### src/rtl/text_raster_pkg.sv
package text_raster_pkg;
  typedef struct packed {
    logic hs;
    logic vs;
    logic blank;
  } sync_t;
endpackage

### src/rtl/raster_timing.sv
module raster_timing
  import text_raster_pkg::*;
#(
  parameter int H_ACTIVE = 800,
  parameter int H_FP     = 56,
  parameter int H_SYNC   = 120,
  parameter int H_BP     = 64,
  parameter int V_ACTIVE = 600,
  parameter int V_FP     = 37,
  parameter int V_SYNC   = 6,
  parameter int V_BP     = 23,
  localparam int HT = H_ACTIVE + H_FP + H_SYNC + H_BP,
  localparam int VT = V_ACTIVE + V_FP + V_SYNC + V_BP,
  localparam int HW = $clog2(HT),
  localparam int VW = $clog2(VT)
) (
  input  logic          clk_i,
  input  logic          rst_ni,
  input  logic          rotate_i,
  output logic [HW-1:0] h_o,
  output logic [VW-1:0] v_o,
  output sync_t         sync_o,
  output logic          rot_o,
  output logic          frame_end_o
);
  localparam logic [HW-1:0] H_LAST   = HW'(HT - 1);
  localparam logic [VW-1:0] V_LAST   = VW'(VT - 1);
  localparam logic [HW-1:0] HS_START = HW'(H_ACTIVE + H_FP);
  localparam logic [HW-1:0] HS_END   = HW'(H_ACTIVE + H_FP + H_SYNC);
  localparam logic [VW-1:0] VS_START = VW'(V_ACTIVE + V_FP);
  localparam logic [VW-1:0] VS_END   = VW'(V_ACTIVE + V_FP + V_SYNC);

  logic [HW-1:0] h_q;
  logic [VW-1:0] v_q;
  logic          rot_q;
  logic          line_end;

  assign line_end    = (h_q == H_LAST);
  assign frame_end_o = line_end && (v_q == V_LAST);

  always_ff @(posedge clk_i or negedge rst_ni) begin
    if (!rst_ni) begin
      h_q   <= '0;
      v_q   <= '0;
      rot_q <= 1'b0;
    end else begin
      if (line_end) begin
        h_q <= '0;
        v_q <= (v_q == V_LAST) ? '0 : v_q + VW'(1);
      end else begin
        h_q <= h_q + HW'(1);
      end
      // orientation only changes across the frame wrap
      if (frame_end_o) rot_q <= rotate_i;
    end
  end

  assign h_o          = h_q;
  assign v_o          = v_q;
  assign rot_o        = rot_q;
  assign sync_o.hs    = (h_q >= HS_START) && (h_q < HS_END);
  assign sync_o.vs    = (v_q >= VS_START) && (v_q < VS_END);
  assign sync_o.blank = (h_q >= HW'(H_ACTIVE)) || (v_q >= VW'(V_ACTIVE));
endmodule

### src/rtl/cell_mapper.sv
module cell_mapper
  import text_raster_pkg::*;
#(
  parameter int HW      = 11,
  parameter int VW      = 10,
  parameter int GLYPH_W = 16,
  parameter int GLYPH_H = 32,
  parameter int COL_W   = 6,
  parameter int ROW_W   = 6,
  parameter bit ROT_EN  = 1'b1,
  localparam int GW_L   = $clog2(GLYPH_W),
  localparam int GH_L   = $clog2(GLYPH_H),
  localparam int ADDR_W = COL_W + ROW_W
) (
  input  logic              clk_i,
  input  logic              rst_ni,
  input  logic [HW-1:0]     h_i,
  input  logic [VW-1:0]     v_i,
  input  logic              rot_i,
  input  sync_t             sync_i,
  output logic [ADDR_W-1:0] char_addr_o,
  output logic [GH_L-1:0]   grow_o,
  output logic [GW_L-1:0]   gcol_o,
  output sync_t             sync_o
);
  logic [COL_W-1:0] n_col, col;
  logic [ROW_W-1:0] n_row, row;
  logic [GH_L-1:0]  n_grow, grow;
  logic [GW_L-1:0]  n_gcol, gcol;

  // upright cells: GLYPH_W wide, GLYPH_H tall
  assign n_col  = COL_W'(h_i >> GW_L);
  assign n_row  = ROW_W'(v_i >> GH_L);
  assign n_gcol = h_i[GW_L-1:0];
  assign n_grow = v_i[GH_L-1:0];

  generate
    if (ROT_EN) begin : g_rot
      logic [COL_W-1:0] r_col;
      logic [ROW_W-1:0] r_row;
      // quarter turn left: screen x walks glyph rows, screen y walks columns right to left
      assign r_col = COL_W'(h_i >> GH_L);
      assign r_row = ROW_W'(v_i >> GW_L);
      assign col   = rot_i ? r_col : n_col;
      assign row   = rot_i ? r_row : n_row;
      assign grow  = rot_i ? h_i[GH_L-1:0] : n_grow;
      assign gcol  = rot_i ? ~v_i[GW_L-1:0] : n_gcol;
    end else begin : g_norot
      logic unused_rot;
      assign unused_rot = rot_i;
      assign col  = n_col;
      assign row  = n_row;
      assign grow = n_grow;
      assign gcol = n_gcol;
    end
  endgenerate

  always_ff @(posedge clk_i or negedge rst_ni) begin
    if (!rst_ni) begin
      char_addr_o <= '0;
      grow_o      <= '0;
      gcol_o      <= '0;
      sync_o      <= '{hs: 1'b0, vs: 1'b0, blank: 1'b1};
    end else begin
      char_addr_o <= {row, col};
      grow_o      <= grow;
      gcol_o      <= gcol;
      sync_o      <= sync_i;
    end
  end
endmodule

### src/rtl/glyph_pipe.sv
module glyph_pipe
  import text_raster_pkg::*;
#(
  parameter int GLYPH_W = 16,
  parameter int GLYPH_H = 32,
  parameter int CODE_W  = 8,
  parameter int IDX_W   = 4,
  localparam int GW_L   = $clog2(GLYPH_W),
  localparam int GH_L   = $clog2(GLYPH_H),
  localparam int CHAR_W = CODE_W + 2 * IDX_W,
  localparam int GA_W   = CODE_W + GH_L
) (
  input  logic               clk_i,
  input  logic               rst_ni,
  input  logic [GH_L-1:0]    grow_i,
  input  logic [GW_L-1:0]    gcol_i,
  input  sync_t              sync_i,
  input  logic [CHAR_W-1:0]  char_data_i,
  output logic [GA_W-1:0]    glyph_addr_o,
  input  logic [GLYPH_W-1:0] glyph_data_i,
  output logic [IDX_W-1:0]   idx_o,
  output sync_t              sync_o
);
  localparam logic [GW_L-1:0] MSB_SEL = GW_L'(GLYPH_W - 1);
  localparam sync_t SYNC_RST = '{hs: 1'b0, vs: 1'b0, blank: 1'b1};

  logic [GH_L-1:0]  grow2_q;
  logic [GW_L-1:0]  gcol2_q, gcol3_q, gcol4_q;
  logic [IDX_W-1:0] fg3_q, bg3_q, fg4_q, bg4_q;
  sync_t            sync2_q, sync3_q, sync4_q;

  always_ff @(posedge clk_i or negedge rst_ni) begin
    if (!rst_ni) begin
      grow2_q      <= '0;
      gcol2_q      <= '0;
      gcol3_q      <= '0;
      gcol4_q      <= '0;
      fg3_q        <= '0;
      bg3_q        <= '0;
      fg4_q        <= '0;
      bg4_q        <= '0;
      glyph_addr_o <= '0;
      sync2_q      <= SYNC_RST;
      sync3_q      <= SYNC_RST;
      sync4_q      <= SYNC_RST;
    end else begin
      // stage 2: waiting on character memory
      grow2_q <= grow_i;
      gcol2_q <= gcol_i;
      sync2_q <= sync_i;
      // stage 3: character word present, issue glyph row fetch
      glyph_addr_o <= {char_data_i[CODE_W-1:0], grow2_q};
      fg3_q        <= char_data_i[CODE_W +: IDX_W];
      bg3_q        <= char_data_i[CODE_W + IDX_W +: IDX_W];
      gcol3_q      <= gcol2_q;
      sync3_q      <= sync2_q;
      // stage 4: glyph row present on glyph_data_i
      fg4_q   <= fg3_q;
      bg4_q   <= bg3_q;
      gcol4_q <= gcol3_q;
      sync4_q <= sync3_q;
    end
  end

  assign idx_o  = glyph_data_i[MSB_SEL - gcol4_q] ? fg4_q : bg4_q;
  assign sync_o = sync4_q;
endmodule

### src/rtl/palette_out.sv
module palette_out
  import text_raster_pkg::*;
#(
  parameter int IDX_W   = 4,
  parameter int PAL_W   = 32,
  parameter int COLOR_W = 24,
  localparam int PAL_N  = 1 << IDX_W,
  localparam int LOW_W  = PAL_W - COLOR_W
) (
  input  logic               clk_i,
  input  logic               rst_ni,
  input  logic               we_i,
  input  logic [IDX_W-1:0]   waddr_i,
  input  logic [PAL_W-1:0]   wdata_i,
  input  logic [IDX_W-1:0]   idx_i,
  input  sync_t              sync_i,
  output logic               hsync_o,
  output logic               vsync_o,
  output logic               blank_o,
  output logic [COLOR_W-1:0] rgb_o
);
  logic [COLOR_W-1:0] pal_q [PAL_N];
  logic [LOW_W-1:0]   unused_low;

  // only the upper bytes are kept; the low byte is dropped at write
  assign unused_low = wdata_i[LOW_W-1:0];

  always_ff @(posedge clk_i or negedge rst_ni) begin
    if (!rst_ni) begin
      for (int i = 0; i < PAL_N; i++) pal_q[i] <= '0;
    end else if (we_i) begin
      pal_q[waddr_i] <= wdata_i[PAL_W-1:LOW_W];
    end
  end

  always_ff @(posedge clk_i or negedge rst_ni) begin
    if (!rst_ni) begin
      hsync_o <= 1'b0;
      vsync_o <= 1'b0;
      blank_o <= 1'b1;
      rgb_o   <= '0;
    end else begin
      hsync_o <= sync_i.hs;
      vsync_o <= sync_i.vs;
      blank_o <= sync_i.blank;
      rgb_o   <= sync_i.blank ? '0 : pal_q[idx_i];
    end
  end
endmodule

### src/rtl/text_raster_gen.sv
module text_raster_gen
  import text_raster_pkg::*;
#(
  parameter int H_ACTIVE = 800,
  parameter int H_FP     = 56,
  parameter int H_SYNC   = 120,
  parameter int H_BP     = 64,
  parameter int V_ACTIVE = 600,
  parameter int V_FP     = 37,
  parameter int V_SYNC   = 6,
  parameter int V_BP     = 23,
  parameter int GLYPH_W  = 16,
  parameter int GLYPH_H  = 32,
  parameter int CODE_W   = 8,
  parameter int IDX_W    = 4,
  parameter int COL_W    = 6,
  parameter int ROW_W    = 6,
  parameter int PAL_W    = 32,
  parameter int COLOR_W  = 24,
  parameter bit ROT_EN   = 1'b1,
  localparam int HT      = H_ACTIVE + H_FP + H_SYNC + H_BP,
  localparam int VT      = V_ACTIVE + V_FP + V_SYNC + V_BP,
  localparam int HW      = $clog2(HT),
  localparam int VW      = $clog2(VT),
  localparam int GH_L    = $clog2(GLYPH_H),
  localparam int GW_L    = $clog2(GLYPH_W),
  localparam int ADDR_W  = COL_W + ROW_W,
  localparam int CHAR_W  = CODE_W + 2 * IDX_W,
  localparam int GA_W    = CODE_W + GH_L
) (
  input  logic               clk_i,
  input  logic               rst_ni,
  input  logic               rotate_i,
  output logic [ADDR_W-1:0]  char_addr_o,
  input  logic [CHAR_W-1:0]  char_data_i,
  output logic [GA_W-1:0]    glyph_addr_o,
  input  logic [GLYPH_W-1:0] glyph_data_i,
  input  logic               pal_we_i,
  input  logic [IDX_W-1:0]   pal_waddr_i,
  input  logic [PAL_W-1:0]   pal_wdata_i,
  output logic               hsync_o,
  output logic               vsync_o,
  output logic               blank_o,
  output logic [COLOR_W-1:0] rgb_o
);
  logic [HW-1:0]    h_w;
  logic [VW-1:0]    v_w;
  logic             rot_w;
  logic             frame_end_w;
  sync_t            sync0_w, sync1_w, sync4_w;
  logic [GH_L-1:0]  grow1_w;
  logic [GW_L-1:0]  gcol1_w;
  logic [IDX_W-1:0] idx4_w;

  raster_timing #(
    .H_ACTIVE(H_ACTIVE), .H_FP(H_FP), .H_SYNC(H_SYNC), .H_BP(H_BP),
    .V_ACTIVE(V_ACTIVE), .V_FP(V_FP), .V_SYNC(V_SYNC), .V_BP(V_BP)
  ) u_timing (
    .clk_i      (clk_i),
    .rst_ni     (rst_ni),
    .rotate_i   (rotate_i),
    .h_o        (h_w),
    .v_o        (v_w),
    .sync_o     (sync0_w),
    .rot_o      (rot_w),
    .frame_end_o(frame_end_w)
  );

  cell_mapper #(
    .HW(HW), .VW(VW), .GLYPH_W(GLYPH_W), .GLYPH_H(GLYPH_H),
    .COL_W(COL_W), .ROW_W(ROW_W), .ROT_EN(ROT_EN)
  ) u_map (
    .clk_i      (clk_i),
    .rst_ni     (rst_ni),
    .h_i        (h_w),
    .v_i        (v_w),
    .rot_i      (rot_w),
    .sync_i     (sync0_w),
    .char_addr_o(char_addr_o),
    .grow_o     (grow1_w),
    .gcol_o     (gcol1_w),
    .sync_o     (sync1_w)
  );

  glyph_pipe #(
    .GLYPH_W(GLYPH_W), .GLYPH_H(GLYPH_H), .CODE_W(CODE_W), .IDX_W(IDX_W)
  ) u_glyph (
    .clk_i       (clk_i),
    .rst_ni      (rst_ni),
    .grow_i      (grow1_w),
    .gcol_i      (gcol1_w),
    .sync_i      (sync1_w),
    .char_data_i (char_data_i),
    .glyph_addr_o(glyph_addr_o),
    .glyph_data_i(glyph_data_i),
    .idx_o       (idx4_w),
    .sync_o      (sync4_w)
  );

  palette_out #(
    .IDX_W(IDX_W), .PAL_W(PAL_W), .COLOR_W(COLOR_W)
  ) u_pal (
    .clk_i  (clk_i),
    .rst_ni (rst_ni),
    .we_i   (pal_we_i),
    .waddr_i(pal_waddr_i),
    .wdata_i(pal_wdata_i),
    .idx_i  (idx4_w),
    .sync_i (sync4_w),
    .hsync_o(hsync_o),
    .vsync_o(vsync_o),
    .blank_o(blank_o),
    .rgb_o  (rgb_o)
  );
endmodule

### config.mk
export PLATFORM = sky130hd
export DESIGN_NAME = text_raster_gen
export DESIGN_NICKNAME = d
export VERILOG_FILES = /design/src/rtl/text_raster_pkg.sv /design/src/rtl/raster_timing.sv /design/src/rtl/cell_mapper.sv /design/src/rtl/glyph_pipe.sv /design/src/rtl/palette_out.sv /design/src/rtl/text_raster_gen.sv
export SDC_FILE = /design/constraint.sdc
export NUM_CORES = 1
export LEC_CHECK = 0
export ABC_AREA = 1
export BUFFER_PORTS_ARGS = -buffer_cell sky130_fd_sc_hd__buf_4
export CELL_PAD_IN_SITES_DETAIL_PLACEMENT = 1
export CELL_PAD_IN_SITES_GLOBAL_PLACEMENT = 2
export CORE_MARGIN = 2
export CORE_UTILIZATION = 40
export DETAILED_ROUTE_END_ITERATION = 10
export PLACE_DENSITY = 0.95
export SYNTH_ARGS = -nofsm -noshare
export SYNTH_HDL_FRONTEND = slang
export SYNTH_SLANG_ARGS = --single-unit
### constraint.sdc
create_clock -name clk_i -period 6.55 [get_ports clk_i]
set_clock_uncertainty 0.2 [all_clocks]
set_input_delay 0.655 -clock clk_i [delete_from_list [all_inputs] [get_ports clk_i]]
set_output_delay 0.655 -clock clk_i [all_outputs]
set_load 0.05 [all_outputs]
== After elaboration in Yosys (flattened, before gate mapping) ==
Cells that the tools add are included.

* $add $sub $neg: 3
* $mul: 0
* Divide/modulo/power cells: 0
* $lt $le $gt $ge: 10
* Eq/ne operators: 2
* Shift-type cells: 0
* Muxes and demuxes: 16
* Bitwise operators: 3
* Reductions and logical operators: 5

{| class="wikitable"
|+ Operators by type and width
! cell !! number
|-
| $bwmux W384 || 1
|-
| $bmux W24 S4 || 1
|-
| $demux W24 S4 || 1
|-
| $mux W24 || 4
|-
| $ge A11 B10 Y1 const B || 2
|-
| $ge A10 B10 Y1 const B || 2
|-
| $mux W6 || 2
|-
| $add A11 B1 Y11 const B || 1
|-
| $eq A11 B11 Y1 const B || 1
|-
| $lt A11 B10 Y1 const B || 1
|-
| $mux W11 || 1
|-
| $add A10 B1 Y10 const B || 1
|-
| $eq A10 B10 Y1 const B || 1
|-
| $ge A5 B5 Y1 const B || 2
|-
| $lt A10 B10 Y1 const B || 1
|-
| $mux W10 || 1
|-
| $not A4 Y5 || 2
|-
| $mux W4 || 2
|-
| $lt A4 B5 Y1 const B || 1
|-
| $lt A5 B1 Y1 const B || 1
|-
| $mux W5 || 1
|-
| $bmux W1 S4 || 1
|-
| $logic_and A1 B1 Y1 || 4
|-
| $not A4 Y4 || 1
|-
| other kinds (3) || 3
|}

* Bits in registers: 512
* Bits in latches: 0
* RAM bits: 0
* Memory bits (read-only): 0
* Memories kept: 0

== Logic depth before layout (Yosys ltp) ==
Gate-level depths: netlist of the first run.

* Depth after elaboration: 9
* Gate-level depth with buffers: 18

== By module ==
From an unflattened synthesis of the first run, not the netlist that was laid out.

* Cell total of the unflattened synthesis: 2,928
* Area, all modules: 23,441.2 um^2

{| class="wikitable"
|+ By module, submodules not included
! module !! instances !! cells an instance !! area each (um^2)
|-
| palette_out || 1 || 2,522 || 19,422.4
|-
| glyph_pipe || 1 || 117 || 1,707.9
|-
| raster_timing || 1 || 194 || 1,420.1
|-
| cell_mapper || 1 || 95 || 890.9
|}

== Worst setup path before layout of the first run ==
OpenSTA, ideal clock, no wires.

* Path kind: in2reg
* Start: input port glyph_data_i[14]
* End: register u_pal.rgb_o[10]
* Setup time: 117 ps
* Arrival: 1,939 ps
* Data required time: 6,233 ps
* Slack: 4,294 ps
* Stages on the path: 13
* Path buffers: 1
* Cells stage by stage: inv_1 nand2_1 nand3_1 nand3_1 nand3_2 nand2_4 nand2_1 o21a_1 inv_1 buf_1 nand3_1 nand2_1 nor2_1

* Word-level cells in the longest chain between the ends: 8

{| class="wikitable"
|+ Ends and longest elaborated chain
! item !! RTL line !! text
|-
| start, declared || text_raster_gen.sv:37 || <nowiki>input logic [GLYPH_W-1:0] glyph_data_i,</nowiki>
|-
| $bmux W1 S4 || glyph_pipe.sv:65 || <nowiki>assign idx_o = glyph_data_i[MSB_SEL - gcol4_q] ? fg4_q : bg4_q;</nowiki>
|-
| $mux W1 (not written as such) || glyph_pipe.sv:65 ||
|-
| $mux W4 || glyph_pipe.sv:65 ||
|-
| $not A4 Y5 (not written as such) || palette_out.sv:46 || <nowiki>rgb_o <= sync_i.blank ? '0 : pal_q[idx_i];</nowiki>
|-
| $bmux W24 S4 || palette_out.sv:46 ||
|-
| $mux W24 (not written as such) (2 in a row) || palette_out.sv:46 ||
|-
| $mux W24 || palette_out.sv:46 ||
|-
| end signal, assigned || palette_out.sv:46 ||
|-
| end, declared || palette_out.sv:20 || <nowiki>output logic [COLOR_W-1:0] rgb_o</nowiki>
|}

No other way between the ends. The select of a mux whose other input is x is not followed.
A chain may end at the register's enable or synchronous reset.

== Final worst setup path of the first run ==
* Start: register u_glyph.gcol4_q[0]
* End: register u_pal.rgb_o[16]

* Word-level cells in the longest chain between the ends: 9

{| class="wikitable"
|+ Ends and longest elaborated chain
! item !! RTL line !! text
|-
| start, declared || glyph_pipe.sv:28 || <nowiki>logic [GW_L-1:0] gcol2_q, gcol3_q, gcol4_q;</nowiki>
|-
| start signal, assigned || glyph_pipe.sv:60 || <nowiki>gcol4_q <= gcol3_q;</nowiki>
|-
| $sub A4 B4 Y4 || glyph_pipe.sv:65 ||
|-
| $bmux W1 S4 || glyph_pipe.sv:65 ||
|-
| $mux W1 (not written as such) || glyph_pipe.sv:65 ||
|-
| $mux W4 || glyph_pipe.sv:65 ||
|-
| $not A4 Y5 (not written as such) || palette_out.sv:46 ||
|-
| $bmux W24 S4 || palette_out.sv:46 ||
|-
| $mux W24 (not written as such) (2 in a row) || palette_out.sv:46 ||
|-
| $mux W24 || palette_out.sv:46 ||
|}

No other way between the ends. The select of a mux whose other input is x is not followed.

==> flow_metrics.tcl, run 1 <==
set metrics [dict create \
    status "finished clean" \
    cap_violations 0 \
    setup_tns_ns 0 \
    htreeDepth 2 \
    total_leakage_power_uw 0.01194 \
    synthCells 2600 \
    cp.required_ns 6.86 \
    cts_max_path_buffers 3 \
    core_um2 54880 \
    register_area_um2 12820 \
    cts_resized 0 \
    postSynthNetCount 2678 \
    startpoint_type "flop" \
    cts-root-buf "clkbuf_16" \
    via_per_inst 5.536 \
    slew_headroom 0.1887 \
    drc 0 \
    critPathMaxFanout 65 \
    final_max_slew_viol_count 0 \
    dp_hpwl_um 38780 \
    area_growth_pct 14.81 \
    critPathKind "flop to flop" \
    via_count 18680 \
    fin_nets 2703 \
    multiInputGateArea_um2 8071 \
    clk_pin_slew_ns 0.06 \
    die_y_um 239.0 \
    grt_first_pass_wirelength_um 112700 \
    firstDrtPassIters 5 \
    die-area_um2 57100 \
    cts_inserted_buffers 55 \
    post_synth.cell_area_avg_um2 8.493 \
    fin_ws_ns 2.565 \
    chipWidth_um 239.0 \
    finalCriticalPeriod_ns 3.985 \
    wl_met3_um 3370 \
    grt_max_degree 156 \
    netlist_area_um2 22080 \
    power.total_uw 8610 \
    insertion_delay_ns 0.62 \
    vdd_drop_max_mv 0.2466 \
    grt_pass1_vias 20330 \
    hold_class "primary input to flop" \
    arrival_ns 4.29 \
    layout_worst_path_cycle_share 0.6083 \
    worst_pin_slew_ns 1.213 \
    hold_violations 0 \
    ys_ff_latch 512 \
    rows 86 \
    critPathCaptureType "flop" \
    rsz0062_at_grt "no" \
    topRoutingLayerUsed "met4" \
    cts_setup_buffers 0 \
    fmax_ghz 0.2510 \
    port-buffer-count 115 \
    grt_overflow_total 0 \
    gp_congestion 0.8354 \
    cts.sink_count 512 \
    wl_met1_um 29300 \
    grt_use_total 0.2520 \
    yosysSeqAreaShare 0.5805 \
    power.density_nw_per_um2 339.6 \
    drt_iter0_drc 1493 \
    ioPinCount 124 \
    wl_met2_um 34520 \
    cts_tree "yes" \
    ant_nets 0 \
    pre_cts_slack_ns 2.462 \
    postCtsHoldBufs 17 \
    yosys_warnings 0 \
    wire_per_inst_um 20.67 \
    initial_core_util 0.4024 \
    synth_cell_types 29 \
    n_fill_cell 6422 \
    antenna_found_initial 1 \
    drive_gt1_frac 0.1011 \
    wirelength_um 69760 \
    setup_viol 0 \
]
stage by stage:
step | hold WS, ns | instance area [um2] | cells | util
after floorplan | 0.1312 | 22080 | 2600 | -
after global placement | 0.1317 | 23260 | 3255 | 0.4239
after detailed placement | 0.1363 | 23260 | 3255 | 0.4239
after CTS | 0.01434 | 25350 | 3374 | 0.4619
after global routing | 0.05493 | 25350 | 3375 | 0.4620
final | 0.04150 | 25350 | 3375 | 0.4620
cells in the mapped netlist (all sizes together):
cell type / number / area (um2)
inv: 90 / 342.8
o21ai: 320 / 1605
a41oi: 1 / 8.760
a21oi: 131 / 655.6
nand3: 386 / 1947
and2: 1 / 6.260
nand4: 4 / 25.02
xor2: 7 / 61.31
clkbuf: 119 / 446.7
dfrtp: 507 / 12690
ha: 6 / 75.07
nor2: 202 / 758.2
dfstp: 5 / 131.4
o2111ai: 1 / 8.760
a211oi: 1 / 7.510
buf: 77 / 480.5
nor3b: 2 / 15.01
nand2: 728 / 2758
nor3: 11 / 55.05
o21a: 1 / 7.510
worst max-delay path, cell delays in order, from the launching register on:
cell      delay [ns]
dfrtp_1         0.59
inv_6           0.08
nand2_1         0.09
nand2_1         0.06
nand2_1         0.06
nand3_1         0.08
nand3_2         0.13
nand2_4         0.11
nand2_1         0.12
nand2_4         0.30
clkinv_2        0.10
buf_4           0.41
buf_4           0.80
nand3_1         0.22
nand3_1         0.15
nand3_1         0.10
nand2_1         0.08
nor2_1          0.06
cell type report:
| type | count | area share |
|---|---|---|
| clock inverter | 22 | 0.01165 |
| multi-input combinational | 1802 | 0.3184 |
| clock buffer | 80 | 0.06396 |
| inverter | 90 | 0.01357 |
| tap | 704 | 0.03474 |
| timing repair buffer | 164 | 0.05202 |
| sequential | 512 | 0.5056 |
| antenna | 1 | 0.00009870 |
where the power goes:
part,internal (uW),switching (uW)
registers,3700,297
logic,476,861
clock network,1950,1320
total,6130,2480
metal layers:
| metal | track usage | vias to the layer above |
|---|---|---|
| li1 | - | 8522 |
| met1 | 0.3167 | 9555 |
| met2 | 0.4343 | 467 |
| met3 | 0.03938 | 140 |
| met4 | 0.1021 | 0 |
| met5 | 0 | - |
cells in the final DEF (no fill, tap or decap), types with 2 or more instances in the layout:
cell type	netlist	layout
bufinv_16	0	6
clkinv_2	0	8
nand3_1	383	378
clkbuf_8	0	13
nand2_2	4	7
clkinvlp_4	0	5
inv_6	1	2
nor2_1	202	201
nand4_1	4	4
nor3_1	11	8
buf_12	0	3
buf_4	25	143
xor2_1	7	7
dfstp_2	5	5
nand2_1	722	717
a21oi_1	131	131
nor3_2	0	3
nor3b_1	2	2
inv_1	88	87
ha_1	6	6
dlygate4sd3_1	0	17
dfrtp_1	507	507
clkinv_4	0	2
nand3_2	3	8
o21ai_0	319	319
nand2_4	2	4
clkbuf_1	119	11
clkbuf_16	0	56
logic make-up (layout without fill, tap and decap cells):
kind of cell	after synthesis	after routing	share of synthesized area
buffers and inverters	286	356	0.05751
xor gates and xnor gates	7	7	0.002776
other	0	1	0
DFF	512	512	0.5805
AOI/OAI and AO/OA	455	455	0.1039
and+or+nand+nor	1334	1334	0.2520
adders and majority gates	6	6	0.003400
final timing paths:
kind / startpoint / endpoint / slack (ns) / cells past startpoint
max: u_glyph.gcol4_q[0]$_DFF_PN0_ / u_pal.rgb_o[16]$_DFF_PN0_ / 2.57 / 17
min: rotate_i / u_timing.rot_o$_DFFE_PN0P_ / 0.04 / 3
max reg2reg: u_glyph.gcol4_q[0]$_DFF_PN0_ / u_pal.rgb_o[16]$_DFF_PN0_ / 2.57 / 17
min reg2reg: u_glyph.bg3_q[2]$_DFF_PN0_ / u_glyph.bg4_q[2]$_DFF_PN0_ / 0.15 / 0
max in group asynchronous: rst_ni / u_pal.pal_q[153]$_DFFE_PN0P_ / 4.18 / 3
min in group asynchronous: rst_ni / u_timing.h_o[5]$_DFF_PN0_ / 0.52 / 2
sequential cells by signal (all words and copies together) (netlist names), 3 cells and up:
register and cells:
u_glyph.bg4_q 4, u_glyph.grow2_q 5, u_glyph.glyph_addr_o 13, u_glyph.gcol3_q 4, u_glyph.bg3_q 4, u_pal.rgb_o 24
u_glyph.sync_o 3, u_map.sync_o 3, u_glyph.gcol4_q 4, u_map.char_addr_o 12, u_pal.pal_q 384, u_map.grow_o 5
u_glyph.sync2_q 3, u_glyph.fg3_q 4, u_glyph.sync3_q 3, u_map.gcol_o 4, u_glyph.gcol2_q 4, u_timing.v_o 10
u_glyph.fg4_q 4, u_timing.h_o 11
No activity file was read; power rests on OpenSTA's default activity.
==> inputs of run 2 (changes only) <==
CORE_UTILIZATION = 34   (was 40)
PLACE_DENSITY = 0.87   (was 0.95)
clock period = 3.59 ns   (was 6.55 ns; I/O delays follow)
==> run 2 against run 1 <==
Utilization is 6.0 points lower. Register-to-register slack got worse by 2.2 ns. Cell count grew 5.3%. Design area is 2.0% higher. First-iteration DRC count decreased by 12%.
==> flow_metrics.tcl, run 2 (synthesis results as in run 1) <==
set metrics [dict create \
    status "finished clean" \
    wirelength_um 70970 \
    die_y_um 258.9 \
    cts_inserted_buffers 56 \
    vdd_drop_max_mv 0.4123 \
    firstDrtPassIters 5 \
    clk_pin_slew_ns 0.06 \
    total_leakage_power_uw 0.01214 \
    dp_hpwl_um 41630 \
    cp_num_buf_inv 3 \
    r2r_start "u_glyph.gcol4_q[0]$_DFF_PN0_" \
    postCtsHoldBufs 22 \
    ioPinCount 124 \
    reg2reg_slack_ns 0.36 \
    reg_top3 "u_pal.pal_q (384), u_pal.rgb_o (24), u_glyph.glyph_addr_o (13)" \
    hold_violations 0 \
    layout_worst_path_cycle_share 0.9005 \
    cp_slowest_cell "dfrtp_1" \
    insertion_delay_ns 0.64 \
    grt_overflow_total 0 \
    critPathMaxFanout 29 \
    cts_tree "yes" \
    rows 93 \
    area_growth_pct 17.16 \
    critPathKind "flop to flop" \
    cts_resized 0 \
    cp-startpoint "u_glyph.gcol4_q[0]$_DFF_PN0_" \
    cap_violations 0 \
    gp_congestion 0.7917 \
    cp.required_ns 3.87 \
    startpoint_type "flop" \
    cts-root-buf "clkbuf_16" \
    via_per_inst 5.275 \
    cts.sink_count 512 \
    core_um2 64350 \
    drive_gt1_frac 0.1104 \
    grt_use_total 0.2147 \
    grt_first_pass_wirelength_um 113700 \
    htreeDepth 2 \
    cts_setup_buffers 0 \
    finalCriticalPeriod_ns 3.233 \
    setup_viol 0 \
    critPathCaptureType "flop" \
    port-buffer-count 115 \
    timing.hold.ws_ns 0.02790 \
    hold_class "primary input to flop" \
    min_from "pal_wdata_i[21]" \
    cts_max_path_buffers 3 \
    layout_common_cells "nand2_1, dfrtp_1, nand3_1, o21ai_0, nor2_1" \
    power.density_nw_per_um2 603.6 \
    largest_reg_flops 384 \
    fin_ws_ns 0.3573 \
    chipWidth_um 258.9 \
    initial_core_util 0.3432 \
    setup_tns_ns 0 \
    final_cell_area_um2 25870 \
    critPathMaxStageDelay_ns 0.57 \
    antenna_found_initial 2 \
    pre_cts_slack_ns 0.4803 \
    fin_nets 2736 \
    grt_max_degree 104 \
    fmax_ghz 0.3093 \
    layout_commonest_cell "nand2_1" \
    worst_pin_slew_ns 1.197 \
    slew_headroom 0.1993 \
    ant_nets 0 \
    worstPathCellList "inv_6 -> nand2_1 -> nand3_1 -> nand3_1 -> nand3_2 -> nand2_4 -> nand2_1 -> nand2_4 -> clkinv_2 -> buf_12 -> nand3_1 -> nand3_1 -> nand2_1 -> nor2_1 -> nor2_1" \
    die-area_um2 67000 \
    cp_common_cell "nand3_1" \
    max_flop_register "u_pal.pal_q" \
    drt_iter0_drc 1313 \
    grt_pass1_vias 20280 \
    rsz0062_at_grt "no" \
    arrival_ns 3.51 \
    placed_cell_area_um2 23790 \
    cpLargestDelayFamily "simple AND/OR/NAND/NOR gates" \
    wire_per_inst_um 19.96 \
    via_count 18750 \
    final_max_slew_viol_count 0 \
    drc 0 \
]
[run 2: metal layers]
layer,up-vias,track usage,part of all wire
li1,8596,-,-
met1,9607,0.2787,0.44
met2,431,0.3709,0.50
met3,117,0.02905,0.041
met4,0,0.06728,0.026
met5,-,0,0
[run 2: power breakdown]
part | switching (uW) | internal [uW] | leakage [uW]
combinational | 1590 | 915 | 0.00494
sequential | 543 | 6760 | 0.00627
clock | 2460 | 3350 | 0.000921
total | 4590 | 11000 | 0.0121
[run 2: worst min-delay path, stage by stage]
cell     delay, ns
buf_4         0.07
inv_1         0.19
a21oi_1       0.19
[run 2: worst paths after layout]
check,to,cells after the start
min,u_pal.pal_q[61]$_DFFE_PN0P_,3
max,u_pal.rgb_o[14]$_DFF_PN0_,15
max in group asynchronous,u_pal.pal_q[172]$_DFFE_PN0P_,3
min reg2reg,u_glyph.gcol3_q[1]$_DFF_PN0_,0
max reg2reg,u_pal.rgb_o[14]$_DFF_PN0_,15
min in group asynchronous,u_map.char_addr_o[2]$_DFF_PN0_,2
[run 2: layout make-up]
class	instances	area, um2
repair buffers	196	1709
diodes	1	2.502
fillers	7563	38480
clock inverters	23	250.2
well taps	855	1070
flip-flops and latches	512	12820
inverters	90	344.1
clock buffers	76	1607
multi-input cells	1802	8071
[run 2: through the flow]
step | std cells | total power [uW] | utilization
after global routing | 3555 | 16440 | 0.4021
after floorplan | 2600 | 8933 | -
final | 3555 | 15620 | 0.4021
after detailed placement | 3433 | 9873 | 0.3698
after CTS | 3554 | 15770 | 0.4020
after global placement | 3433 | 9671 | 0.3698
==> inputs of run 3 (changes only) <==
clock period = 2.6 ns   (was 3.59 ns; I/O delays follow)
==> run 3 against run 2 <==
The run now ends with setup timing left. Hold slack got worse by 0.012 ns. Combinational power rose by 65%. Critical path type unchanged. Sequential share of layout area fell by 4.4 points. Non-clock buffer count rose by 107. Wire length rose by 11%.
==> flow_metrics.tcl, run 3 (synthesis results as in run 1) <==
set metrics [dict create \
    status "finished with violations" \
    violations "setup timing" \
    grt_overflow_total 0 \
    grt_max_degree 74 \
    multiInputGateArea_um2 8777 \
    cts_tree "yes" \
    largest_reg_flops 384 \
    cts_max_path_buffers 3 \
    layout_commonest_cell "nand2_1" \
    antenna_found_initial 0 \
    n_fill_cell 7337 \
    clk_pin_slew_ns 0.06 \
    worst_pin_slew_ns 0.7797 \
    wirelength_um 79080 \
    topRoutingLayerUsed "met4" \
    reg2reg_slack_ns -0.13 \
    wire_per_inst_um 21.58 \
    fmax_ghz 0.3663 \
    wl_met1_um 32800 \
    cp.required_ns 2.91 \
    cap_violations 0 \
    core_um2 64350 \
    layout_worst_path_cycle_share 1.050 \
    arrival_ns 3.04 \
    wl_met2_um 39840 \
    die_y_um 258.9 \
    grt_use_total 0.2288 \
    port-buffer-count 115 \
    via_count 19590 \
    drc 0 \
    vdd_drop_max_mv 0.5424 \
    total_leakage_power_uw 0.01321 \
    cts_inserted_buffers 56 \
    hold_violations 0 \
    via_per_inst 5.347 \
    die-area_um2 67000 \
    hold_class "primary input to flop" \
    setup_viol 18 \
    wl_met3_um 3827 \
    utilization 0.4415 \
    initial_core_util 0.3432 \
    register_area_um2 12820 \
    dp_hpwl_um 44560 \
    ioPinCount 124 \
    reg_top3 "u_pal.pal_q (384), u_pal.rgb_o (24), u_glyph.glyph_addr_o (13)" \
    power.density_nw_per_um2 795.3 \
    layout_common_cells "nand2_1, dfrtp_1, o21ai_0, nand3_1, buf_4" \
    slew_headroom 0.4802 \
    grt_first_pass_wirelength_um 119700 \
    area_growth_pct 28.66 \
    insertion_delay_ns 0.64 \
    diodes 0 \
    drive_gt1_frac 0.1912 \
    finalCriticalPeriod_ns 2.730 \
    startpoint_type "flop" \
    critPathCaptureType "flop" \
    critPathMaxFanout 8 \
    grt_pass1_vias 21170 \
    chipWidth_um 258.9 \
    ant_nets 0 \
    final_max_slew_viol_count 0 \
    cts.sink_count 512 \
    drt_iter0_drc 1504 \
    gp_congestion 0.8124 \
    firstDrtPassIters 5 \
    instances_no_fill 3664 \
    fin_ws_ns -0.1298 \
    rsz0062_at_grt "yes" \
    fin_nets 2844 \
    rows 93 \
    critPathKind "flop to flop" \
    dp.cells 3491 \
    htreeDepth 2 \
    max_flop_register "u_pal.pal_q" \
    cts-root-buf "clkbuf_16" \
]
[run 3: cell count changes in the layout (fill, tap and decap cells not counted), sizes merged]
| cell | delta |
|---|---|
| buf | +73 |
| bufbuf | +1 |
| bufinv | +2 |
| clkbuf | +21 |
| clkinv | -8 |
| diode | -1 |
| dlygate4sd3 | +20 |
| nand2 | +1 |
[run 3: worst paths after layout]
kind | from | endpoint | cells past startpoint
setup / recovery | u_glyph.gcol4_q[1]$_DFF_PN0_ | u_pal.rgb_o[7]$_DFF_PN0_ | 15
hold / removal | pal_wdata_i[31] | u_pal.pal_q[71]$_DFFE_PN0P_ | 3
setup reg to reg | u_glyph.gcol4_q[1]$_DFF_PN0_ | u_pal.rgb_o[7]$_DFF_PN0_ | 15
hold reg to reg | u_glyph.grow2_q[2]$_DFF_PN0_ | u_glyph.glyph_addr_o[2]$_DFF_PN0_ | 0
max in group asynchronous | rst_ni | u_map.sync_o[0]$_DFF_PN1_ | 3
min in group asynchronous | rst_ni | u_pal.rgb_o[22]$_DFF_PN0_ | 2
[run 3: area by class of cell]
class / count / area share
clock buffers: 84 / 0.05796
inverters: 90 / 0.01246
well taps: 855 / 0.03765
multi-input cells: 1803 / 0.3089
clock inverters: 17 / 0.009512
flip-flops and latches: 512 / 0.4513
repair buffers: 303 / 0.1222
[run 3: what timing repair did]
item / 4_1_cts / 5_1_grt
cloned: 8 / 14
endpoints found under the setup margin: 9 / 26
gates resized for setup: 30 / 184
hold endpoints to repair: 595 / 0
hold buffers: 42 / 0
buffers inserted: 5 / 7
pin swaps: 9 / 84
[run 3: layer usage]
layer,vias to the layer above,GRT usage
met3,153,0.03531
met2,537,0.3951
met5,-,0
li1,8826,-
met4,0,0.08735
met1,10080,0.2882
[run 3: through the flow]
step                area, um2  TNS [ns]  power (uW)  hold WS [ns]  setup slack (ns)
detailed placement      24600  -0.01929       13820        0.1363          -0.01130
global placement        24600         0       13550        0.1326           0.02606
floorplan               22080         0       12340       -0.2356            0.4057
finish                  28410   -0.8445       22600       0.01637           -0.1298
global route            28410    -3.869       23710       0.05353           -0.2313
CTS                     27380  -0.06725       22400      0.006371          -0.01158
[run 3: report_power, final]
| group | switching, uW | internal, uW |
|---|---|---|
| Combinational | 2470 | 1650 |
| Clock | 3440 | 4880 |
| Sequential | 826 | 9330 |
[run 3: critical path: stages (launching register included)]
cell	delay, ns
dfrtp_1	0.46
inv_1	0.23
nand3_2	0.13
nand3_2	0.12
nand3_4	0.11
buf_6	0.14
nand3_4	0.18
nand2_8	0.14
buf_16	0.19
clkbuf_16	0.16
nand2_1	0.06
nand3_1	0.08
nand3_1	0.11
nand2_1	0.06
nor2_1	0.12
nor2_1	0.07
